### src/rtl/trig_pkg.sv
// Package trig_pkg
// Shared mode encodings and register-map constants for the trigger unit.
// Assumes the control-word layouts listed in the brief.
package trig_pkg;

    // Data channel comparison modes (control bit1).
    typedef enum logic {
        DM_VALUE = 1'b0,
        DM_EDGE  = 1'b1
    } dmode_t;

    // Branch channel modes (control bits[2:1]).
    typedef enum logic [1:0] {
        CF_IS     = 2'd0,
        CF_IS_AND = 2'd1,
        CF_NOT    = 2'd2,
        CF_OFF    = 2'd3
    } cfmode_t;

    // Each channel owns a block of four addresses.
    localparam int CH_STRIDE = 4;
    localparam logic [1:0] OFS_CTRL = 2'd0;
    localparam logic [1:0] OFS_A    = 2'd1;
    localparam logic [1:0] OFS_B    = 2'd2;

endpackage

### src/rtl/trig_arm.sv
// Module trig_arm
// Tracks how many samples have been taken since reset. cur_valid rises one
// edge after reset is released, when the first sample exists. prev_valid
// rises one edge later, when a previous sample exists as well.
// Assumes synchronous active-low reset.
module trig_arm (
    input  logic clk,
    input  logic rst_n,
    output logic cur_valid,
    output logic prev_valid
);

    // Shift a one in behind reset release.
    always_ff @(posedge clk) begin
        if (!rst_n) begin
            cur_valid  <= 1'b0;
            prev_valid <= 1'b0;
        end else begin
            cur_valid  <= 1'b1;
            prev_valid <= cur_valid;
        end
    end

endmodule

### src/rtl/trig_data_chan.sv
// Module trig_data_chan
// One data channel. It holds its own configuration (enable, mode, value A,
// value B) and registers the observed word into a current and a previous
// sample. It reports a match in value mode or in transition mode.
// Assumes CFG_W >= DATA_W and CFG_W >= 2. Data bits above DATA_W in a value
// write are dropped.
module trig_data_chan
    import trig_pkg::*;
#(
    parameter int DATA_W = 8,
    parameter int CFG_W  = 8,
    parameter int ADDR_W = 5,
    parameter int BASE   = 0
) (
    input  logic              clk,
    input  logic              rst_n,
    input  logic              cfg_we,
    input  logic [ADDR_W-1:0] cfg_addr,
    input  logic [CFG_W-1:0]  cfg_wdata,
    input  logic [DATA_W-1:0] obs,
    input  logic              cur_valid,
    input  logic              prev_valid,
    output logic              en,
    output logic              is_edge,
    output logic              hit
);

    localparam logic [ADDR_W-1:0] A_CTRL = ADDR_W'(BASE + int'(OFS_CTRL));
    localparam logic [ADDR_W-1:0] A_VA   = ADDR_W'(BASE + int'(OFS_A));
    localparam logic [ADDR_W-1:0] A_VB   = ADDR_W'(BASE + int'(OFS_B));

    logic              en_q;
    dmode_t            mode_q;
    logic [DATA_W-1:0] val_a_q;
    logic [DATA_W-1:0] val_b_q;
    logic [DATA_W-1:0] cur_q;
    logic [DATA_W-1:0] prev_q;
    logic              unused_cfg_bits;

    assign unused_cfg_bits = ^cfg_wdata;

    // Configuration registers, loaded by address match.
    always_ff @(posedge clk) begin
        if (!rst_n) begin
            en_q    <= 1'b0;
            mode_q  <= DM_VALUE;
            val_a_q <= '0;
            val_b_q <= '0;
        end else if (cfg_we) begin
            if (cfg_addr == A_CTRL) begin
                en_q   <= cfg_wdata[0];
                mode_q <= dmode_t'(cfg_wdata[1]);
            end
            if (cfg_addr == A_VA) val_a_q <= cfg_wdata[DATA_W-1:0];
            if (cfg_addr == A_VB) val_b_q <= cfg_wdata[DATA_W-1:0];
        end
    end

    // Sample the observed word and keep one sample of history.
    always_ff @(posedge clk) begin
        if (!rst_n) begin
            cur_q  <= '0;
            prev_q <= '0;
        end else begin
            cur_q  <= obs;
            prev_q <= cur_q;
        end
    end

    // Compare the samples against the programmed condition.
    always_comb begin
        hit = 1'b0;
        if (cur_valid) begin
            case (mode_q)
                DM_VALUE: hit = (cur_q == val_a_q);
                DM_EDGE:  hit = prev_valid && (prev_q == val_a_q) && (cur_q == val_b_q);
                default:  hit = 1'b0;
            endcase
        end
    end

    assign en      = en_q;
    assign is_edge = en_q && (mode_q == DM_EDGE);

endmodule

### src/rtl/trig_cf_chan.sv
// Module trig_cf_chan
// One branch-activation channel. It registers the observed selector and
// auxiliary word and reports whether the programmed branch is active: the
// selector equals a state, the selector equals the state and the auxiliary
// word equals a value, or the selector differs from the state.
// Assumes CFG_W >= SEL_W, CFG_W >= AUX_W and CFG_W >= 3.
module trig_cf_chan
    import trig_pkg::*;
#(
    parameter int SEL_W  = 4,
    parameter int AUX_W  = 6,
    parameter int CFG_W  = 8,
    parameter int ADDR_W = 5,
    parameter int BASE   = 0
) (
    input  logic              clk,
    input  logic              rst_n,
    input  logic              cfg_we,
    input  logic [ADDR_W-1:0] cfg_addr,
    input  logic [CFG_W-1:0]  cfg_wdata,
    input  logic [SEL_W-1:0]  sel,
    input  logic [AUX_W-1:0]  aux,
    input  logic              cur_valid,
    output logic              en,
    output logic              hit
);

    localparam logic [ADDR_W-1:0] A_CTRL = ADDR_W'(BASE + int'(OFS_CTRL));
    localparam logic [ADDR_W-1:0] A_ST   = ADDR_W'(BASE + int'(OFS_A));
    localparam logic [ADDR_W-1:0] A_AUX  = ADDR_W'(BASE + int'(OFS_B));

    logic             en_q;
    cfmode_t          mode_q;
    logic [SEL_W-1:0] state_q;
    logic [AUX_W-1:0] auxv_q;
    logic [SEL_W-1:0] sel_q;
    logic [AUX_W-1:0] aux_q;
    logic             unused_cfg_bits;

    assign unused_cfg_bits = ^cfg_wdata;

    // Configuration registers, loaded by address match.
    always_ff @(posedge clk) begin
        if (!rst_n) begin
            en_q    <= 1'b0;
            mode_q  <= CF_IS;
            state_q <= '0;
            auxv_q  <= '0;
        end else if (cfg_we) begin
            if (cfg_addr == A_CTRL) begin
                en_q   <= cfg_wdata[0];
                mode_q <= cfmode_t'(cfg_wdata[2:1]);
            end
            if (cfg_addr == A_ST)  state_q <= cfg_wdata[SEL_W-1:0];
            if (cfg_addr == A_AUX) auxv_q  <= cfg_wdata[AUX_W-1:0];
        end
    end

    // Sample the observed selector and auxiliary word.
    always_ff @(posedge clk) begin
        if (!rst_n) begin
            sel_q <= '0;
            aux_q <= '0;
        end else begin
            sel_q <= sel;
            aux_q <= aux;
        end
    end

    // Decide whether the programmed branch is active in this sample.
    always_comb begin
        hit = 1'b0;
        if (cur_valid) begin
            case (mode_q)
                CF_IS:     hit = (sel_q == state_q);
                CF_IS_AND: hit = (sel_q == state_q) && (aux_q == auxv_q);
                CF_NOT:    hit = (sel_q != state_q);
                default:   hit = 1'b0;
            endcase
        end
    end

    assign en = en_q;

endmodule

### src/rtl/trig_combine.sv
// Module trig_combine
// ANDs the matches of all enabled channels and registers the result. The
// output is held low when no channel is enabled.
// Assumes en and hit come from the same sample.
module trig_combine #(
    parameter int NCH = 6
) (
    input  logic           clk,
    input  logic           rst_n,
    input  logic [NCH-1:0] en,
    input  logic [NCH-1:0] hit,
    output logic           trig
);

    logic all_ok;

    // A disabled channel counts as satisfied.
    always_comb begin
        all_ok = 1'b1;
        for (int i = 0; i < NCH; i++) begin
            if (en[i] && !hit[i]) all_ok = 1'b0;
        end
    end

    // Register the combined trigger.
    always_ff @(posedge clk) begin
        if (!rst_n) trig <= 1'b0;
        else        trig <= all_ok && (|en);
    end

endmodule

### src/rtl/trig_unit.sv
// Module trig_unit
// Top of the trigger condition unit. It instantiates the data channels, the
// branch channels, the sample-validity tracker and the combiner. Every
// observed input ends in a register inside this unit.
// Assumes CFG_W covers the widest of DATA_W, SEL_W, AUX_W and 3.
module trig_unit
    import trig_pkg::*;
#(
    parameter  int NUM_DATA = 4,
    parameter  int DATA_W   = 8,
    parameter  int NUM_CF   = 2,
    parameter  int SEL_W    = 4,
    parameter  int AUX_W    = 6,
    parameter  int CFG_W    = 8,
    localparam int NCH      = NUM_DATA + NUM_CF,
    localparam int ADDR_W   = $clog2(CH_STRIDE * NCH)
) (
    input  logic                       clk,
    input  logic                       rst_n,
    input  logic                       cfg_we,
    input  logic [ADDR_W-1:0]          cfg_addr,
    input  logic [CFG_W-1:0]           cfg_wdata,
    input  logic [NUM_DATA*DATA_W-1:0] obs_data,
    input  logic [NUM_CF*SEL_W-1:0]    obs_sel,
    input  logic [NUM_CF*AUX_W-1:0]    obs_aux,
    output logic                       trig_out
);

    logic           cur_valid;
    logic           prev_valid;
    logic [NCH-1:0] en_all;
    logic [NCH-1:0] hit_all;
    logic [NCH-1:0] edge_mask;

    trig_arm u_arm (
        .clk        (clk),
        .rst_n      (rst_n),
        .cur_valid  (cur_valid),
        .prev_valid (prev_valid)
    );

    for (genvar i = 0; i < NUM_DATA; i++) begin : g_data
        trig_data_chan #(
            .DATA_W (DATA_W),
            .CFG_W  (CFG_W),
            .ADDR_W (ADDR_W),
            .BASE   (CH_STRIDE * i)
        ) u_ch (
            .clk        (clk),
            .rst_n      (rst_n),
            .cfg_we     (cfg_we),
            .cfg_addr   (cfg_addr),
            .cfg_wdata  (cfg_wdata),
            .obs        (obs_data[i*DATA_W +: DATA_W]),
            .cur_valid  (cur_valid),
            .prev_valid (prev_valid),
            .en         (en_all[i]),
            .is_edge    (edge_mask[i]),
            .hit        (hit_all[i])
        );
    end

    for (genvar j = 0; j < NUM_CF; j++) begin : g_cf
        trig_cf_chan #(
            .SEL_W  (SEL_W),
            .AUX_W  (AUX_W),
            .CFG_W  (CFG_W),
            .ADDR_W (ADDR_W),
            .BASE   (CH_STRIDE * (NUM_DATA + j))
        ) u_ch (
            .clk       (clk),
            .rst_n     (rst_n),
            .cfg_we    (cfg_we),
            .cfg_addr  (cfg_addr),
            .cfg_wdata (cfg_wdata),
            .sel       (obs_sel[j*SEL_W +: SEL_W]),
            .aux       (obs_aux[j*AUX_W +: AUX_W]),
            .cur_valid (cur_valid),
            .en        (en_all[NUM_DATA+j]),
            .hit       (hit_all[NUM_DATA+j])
        );
        assign edge_mask[NUM_DATA+j] = 1'b0;
    end

    trig_combine #(
        .NCH (NCH)
    ) u_comb (
        .clk   (clk),
        .rst_n (rst_n),
        .en    (en_all),
        .hit   (hit_all),
        .trig  (trig_out)
    );

endmodule

### config.mk
export PLATFORM = sky130hd
export DESIGN_NAME = trig_unit
export DESIGN_NICKNAME = d
export VERILOG_FILES = /design/src/rtl/trig_pkg.sv /design/src/rtl/trig_arm.sv /design/src/rtl/trig_data_chan.sv /design/src/rtl/trig_cf_chan.sv /design/src/rtl/trig_combine.sv /design/src/rtl/trig_unit.sv
export SDC_FILE = /design/constraint.sdc
export NUM_CORES = 1
export LEC_CHECK = 0
export BUFFER_PORTS_ARGS = -buffer_cell sky130_fd_sc_hd__buf_2
export CAP_MARGIN = 5
export CELL_PAD_IN_SITES_DETAIL_PLACEMENT = 1
export CELL_PAD_IN_SITES_GLOBAL_PLACEMENT = 1
export CORE_UTILIZATION = 43
export DETAILED_ROUTE_END_ITERATION = 8
export PLACE_DENSITY_LB_ADDON = 0.1
export SLEW_MARGIN = 20
export SYNTH_ARGS = -nofsm -noshare
export SYNTH_HDL_FRONTEND = slang
export SYNTH_HIERARCHICAL = 1
export SYNTH_SLANG_ARGS = --single-unit
### constraint.sdc
create_clock -name clk -period 1.85 [get_ports clk]
set_input_delay 0.185 -clock clk [delete_from_list [all_inputs] [get_ports clk]]
set_output_delay 0.185 -clock clk [all_outputs]
set_load 0.03 [all_outputs]
**Yosys cells after proc, flatten, opt, wreduce, memory -nomap -nowiden**

Index checks and enable logic that the tools add are counted.

- Register bits: 185
- Input port bits: 68
- Output and inout bits: 1
- Logic and storage cells: 146

- Equality and inequality tests: 39
- Multiplexer cells: 19
- Bitwise gates (word level): 4
- Reduce and logical (&&, ||, !) cells: 45

Operators by type and width:

| kind | count |
|---|---|
| $eq A8 B8 Y1 | 12 |
| $reduce_and A2 Y1 | 18 |
| $eq A5 B4 Y1 const B | 6 |
| $eq A5 B5 Y1 const B | 6 |
| $logic_and A1 B1 Y1 | 17 |
| $eq A5 B3 Y1 const B | 3 |
| $mux W1 | 13 |
| $eq A6 B6 Y1 | 2 |
| $eq A4 B4 Y1 | 2 |
| $ne A4 B4 Y1 | 2 |
| $pmux W1 S2 | 4 |
| $logic_not A1 Y1 | 6 |
| $pmux W1 S3 | 2 |
| $reduce_or A6 Y1 | 1 |
| $eq A5 B1 Y1 const B | 1 |
| $eq A5 B2 Y1 const B | 1 |
| $logic_not A5 Y1 | 1 |
| $eq A2 B1 Y1 const B | 2 |
| $eq A2 B2 Y1 const B | 2 |
| $logic_not A2 Y1 | 2 |
| $not A1 Y1 | 4 |

**Longest topological paths before layout**

- Word-level depth: 14
- Mapped depth: 7
- Depth with buffers taken out: 7

**Hierarchy**

The synthesis kept the hierarchy.

By module, submodules not included:

| module | times used | cells each | area each (sq um) |
|---|---|---|---|
| trig_data_chan at g_data[1].u_ch ... | 2 | 130 | 1435.1 |
| trig_data_chan at g_data[0].u_ch | 1 | 130 | 1446.4 |
| trig_data_chan at g_data[3].u_ch | 1 | 130 | 1428.9 |
| trig_cf_chan at g_cf[1].u_ch | 1 | 81 | 937.1 |
| trig_cf_chan at g_cf[0].u_ch | 1 | 85 | 915.9 |
| trig_combine | 1 | 12 | 96.3 |
| trig_arm | 1 | 3 | 46.3 |

**Worst setup path before layout**

No wires, ideal clock.

- Path kind: reg2reg
- Start point: register g_cf[0].u_ch.auxv_q[2]
- End point: register u_comb.trig
- Setup time: 0.092 ns
- Arrival time: 1.706 ns
- Path slack: 0.053 ns
- Stages on the path, launching flop included: 8
- Buffers on the path: 0
- Period minus slack after synthesis: 1.797 ns
- Cells stage by stage: dfxtp_1 > xor2_1 > or4_4 > o41ai_2 > and3_1 > nand2b_1 > o2111ai_1 > nor4_1

- Cells in the longest elaborated chain, start to end: 9

Ends and longest elaborated chain:

| what | line | RTL |
|---|---|---|
| start, declared | trig_cf_chan.sv:35 | `logic [AUX_W-1:0] auxv_q;` |
| start signal, assigned | trig_cf_chan.sv:55 | `if (cfg_addr == A_AUX) auxv_q <= cfg_wdata[AUX_W-1:0];` |
| $eq A6 B6 Y1 | trig_cf_chan.sv:76 | `CF_IS_AND: hit = (sel_q == state_q) && (aux_q == auxv_q);` |
| $logic_and A1 B1 Y1 | trig_cf_chan.sv:76 |  |
| $pmux W1 S3 | trig_cf_chan.sv:74 | `case (mode_q)` |
| $mux W1 | trig_cf_chan.sv:73 | `if (cur_valid) begin` |
| via hit_all[4] | trig_unit.sv:32 | `logic [NCH-1:0] hit_all;` |
| $logic_not A1 Y1 | trig_combine.sv:21 | `if (en[i] && !hit[i]) all_ok = 1'b0;` |
| $logic_and A1 B1 Y1 | trig_combine.sv:21 |  |
| $mux W1 (2 in a row) | trig_combine.sv:21 |  |
| $logic_and A1 B1 Y1 | trig_combine.sv:28 | `else trig <= all_ok && (\|en);` |
| end signal, assigned | trig_combine.sv:28 |  |
| end, declared | trig_combine.sv:12 | `output logic trig` |

The timed path passes the listed nets, and every way through them passes these cells.
A chain may end at the register's enable or synchronous reset.

**Worst setup path after layout**

Same ends and word-level chain as after synthesis.

==> metrics.csv <==
stage,metric,value,unit
outcome,status,"finished, violations left",
outcome,violations,negative setup slack,
critical_path,critPathKind,reg2reg,
power_and_ir_drop,power_density,878,nW/um^2
critical_path,worstPathArrival,2230,ps
floorplanning,die_area,18500,sq um
detailed_routing,vias_per_cell,4.86,
critical_path,cp-start-kind,flop,
cells_and_area,final_layout_size_suffix_gt1_share,18.2,%
clocking,numCtsBuffers,17,
critical_path,slowest_delay,510,ps
synth,syn_inst,697,
clocking,htreeDepth,4,
power_and_ir_drop,power_switching,0.00201,W
detailed_routing,firstDrtPassIters,4,
power_and_ir_drop,p_clk_share,42.1,%
clocking,cts_sinks,185,
cells_and_area,syn_to_final_growth,23.3,%
clocking,root_buffer,clkbuf_16,
cells_and_area,design_area,9520,sq um
floorplanning,num_io_pins,69,
clocking,tritoncts,built,
critical_path,cp-end-kind,flop,
detailed_routing,wire_per_inst,16.7,um
global_routing,grt_max_degree,55,
min_path,min_path_type,in2reg,
placed_design,io_buffers,68,
power_and_ir_drop,p_int,0.00634,W
sta,final_hold_viol_count,0,
power_and_ir_drop,total_power,0.00835,W
min_path,min_path_cells,2,
synth,syn_area,7720,sq um
power_and_ir_drop,seqPwrFrac,49.9,%
cells_and_area,antenna_cells,0,
synth,yosys_warnings,6,
clocking,clock_latency,440,ps
detailed_routing,via_count,5206,
power_and_ir_drop,swShare,24.1,%
synth,synth_nets,765,
sta,max-slew-margin-rel,65.3,%
run,drv_cap,0,
power_and_ir_drop,ir_worst_vdd,0.612,mV
critical_path,crit_chain,xor2_1 > or4_4 > o41ai_2 > and3_1 > nand2b_1 > o2111ai_1 > nor4_1,
sta,worst_clock_skew,10.7,ps
sta,worst_pin_slew,520,ps
critical_path,cp_max_fo,2,
sta,period_share,102,%
power_and_ir_drop,power_frac_comb,8.0,%
sta,setup_slack,-45.7,ps
critical_path,cp.required,2180,ps
global_routing,overflow,0,
sta,finalSetupViolations,1,
placed_design,hpwlAfterDp,11700,um
global_routing,antenna_found_initial,0,
sta,max_freq,528,MHz
floorplanning,dieHeight,136,um
clocking,clock_path_buffers,2,
placed_design,gp_congestion,0.756,
detailed_routing,drt_iter0_drc,144,
clocking,path_clk_slew,70,ps
placed_design,place_ws,-112,ps
sta,period_minus_slack,1900,ps
detailed_routing,ant_nets,0,
synth,syn_avg_cell_area,11.1,sq um
detailed_routing,drc,0,
detailed_routing,totalWireLength,17900,um
floorplanning,initial_core_util,44.3,%
global_routing,grt_pass1_wl,28800,um
power_and_ir_drop,p_leak,3.90,nW
critical_path,cp_slowest_cell,or4_4,
floorplanning,rows,48,
sta,maxSlewViolCount,0,
cells_and_area,utilization,54.6,%
critical_path,r2r_cells,7,
placed_design,place_area,8430,sq um
floorplanning,die_x,136,um
global_routing,track_usage,20.7,%
sta,rsz0062_at_grt,yes,
cells_and_area,layout.nets,901,
global_routing,grt_pass1_vias,5666,
floorplanning,core-area,17400,sq um
layout make-up:
| type | count | area [sq um] |
|---|---|---|
| Fill cell | 1857 | 7900 |
| Multi-Input combinational cell | 483 | 3890 |
| Timing Repair Buffer | 143 | 1060 |
| Inverter | 3 | 11.3 |
| Clock inverter | 15 | 139 |
| Sequential cell | 185 | 3700 |
| Clock buffer | 17 | 425 |
| Tap cell | 225 | 282 |
state kept, by name (all words and copies together), names as in the netlist, 8 cells and up:
register and count:
g_data.u_ch/cur_q 32, g_data.u_ch/prev_q 32, g_cf.u_ch/state_q 8, g_cf.u_ch/aux_q 12, g_cf.u_ch/sel_q 8, g_data.u_ch/val_b_q 32, g_data.u_ch/val_a_q 32, g_cf.u_ch/auxv_q 12
final timing paths:
check,slack (ps),start,to
max,-50,g_cf[0].u_ch/auxv_q[2],u_comb/trig
min,4,obs_data[12],g_data[1].u_ch/cur_q[4]
max reg2reg,-50,g_cf[0].u_ch/auxv_q[2],u_comb/trig
min reg2reg,500,g_cf[0].u_ch/mode_q[0],g_cf[0].u_ch/mode_q[0]
critical path: cells and delay by family (launching register included):
kind / cells / cell delay (ps)
flops: 1 / 330
compound gates: 2 / 290
xor+xnor: 1 / 150
simple gates: 4 / 1030
placed cells by master, fill, tap and decap left out, types with 3 or more instances in the layout:
| cell type | instances |
|---|---|
| a21boi_0 | 3 |
| and2_1 | 85 |
| buf_2 | 67 |
| buf_4 | 23 |
| clkbuf_16 | 17 |
| clkinv_2 | 3 |
| dfxtp_1 | 184 |
| dlygate4sd3_1 | 51 |
| inv_1 | 3 |
| inv_6 | 7 |
| mux2i_1 | 95 |
| nand2_1 | 4 |
| nand3_1 | 7 |
| nand3b_1 | 12 |
| nand4_1 | 18 |
| nand4_2 | 4 |
| nor2b_1 | 95 |
| nor3b_2 | 5 |
| nor4_1 | 5 |
| o22ai_2 | 4 |
| or4_1 | 4 |
| or4_4 | 3 |
| xnor2_1 | 85 |
| xnor2_2 | 5 |
| xor2_1 | 28 |
layer usage:
| metal | routed length [um] | track usage, % | up-vias |
|---|---|---|---|
| met4 | 303 | 7.90 | 0 |
| met3 | 437 | 4.36 | 21 |
| li1 | - | - | 2590 |
| met5 | 0 | 0 | - |
| met1 | 8020 | 24.5 | 2533 |
| met2 | 9120 | 36.6 | 62 |
stage by stage:
step / TNS (ps) / hold slack (ps) / cells
floorplan: 0 / 213 / 697
global placement: -37.8 / 385 / 988
detailed placement: -112 / 388 / 988
CTS: -75.6 / 2.66 / 1071
global route: -182 / 11.8 / 1071
finish: -45.7 / 3.68 / 1071
power by group through the flow:
stage | Combinational [W] | Sequential (W) | Clock, W
6_report | 0.000666 | 0.00417 | 0.00352
5_1_grt | 0.000728 | 0.00418 | 0.00379
4_1_cts | 0.000674 | 0.00417 | 0.00363
3_5_place_dp | 0.000585 | 0.00426 | 0
3_3_place_gp | 0.000572 | 0.00426 | 0
2_1_floorplan | 0.000337 | 0.00424 | 0
what timing repair did:
item,in CTS,in global routing
cloned,0,0
endpoints found under the hold margin,51,0
buffers inserted,0,0
gates resized for setup,2,0
pin swaps,5,0
hold buffers,51,0
endpoints found under the setup margin,1,1
(Power assumes the default switching activity.)
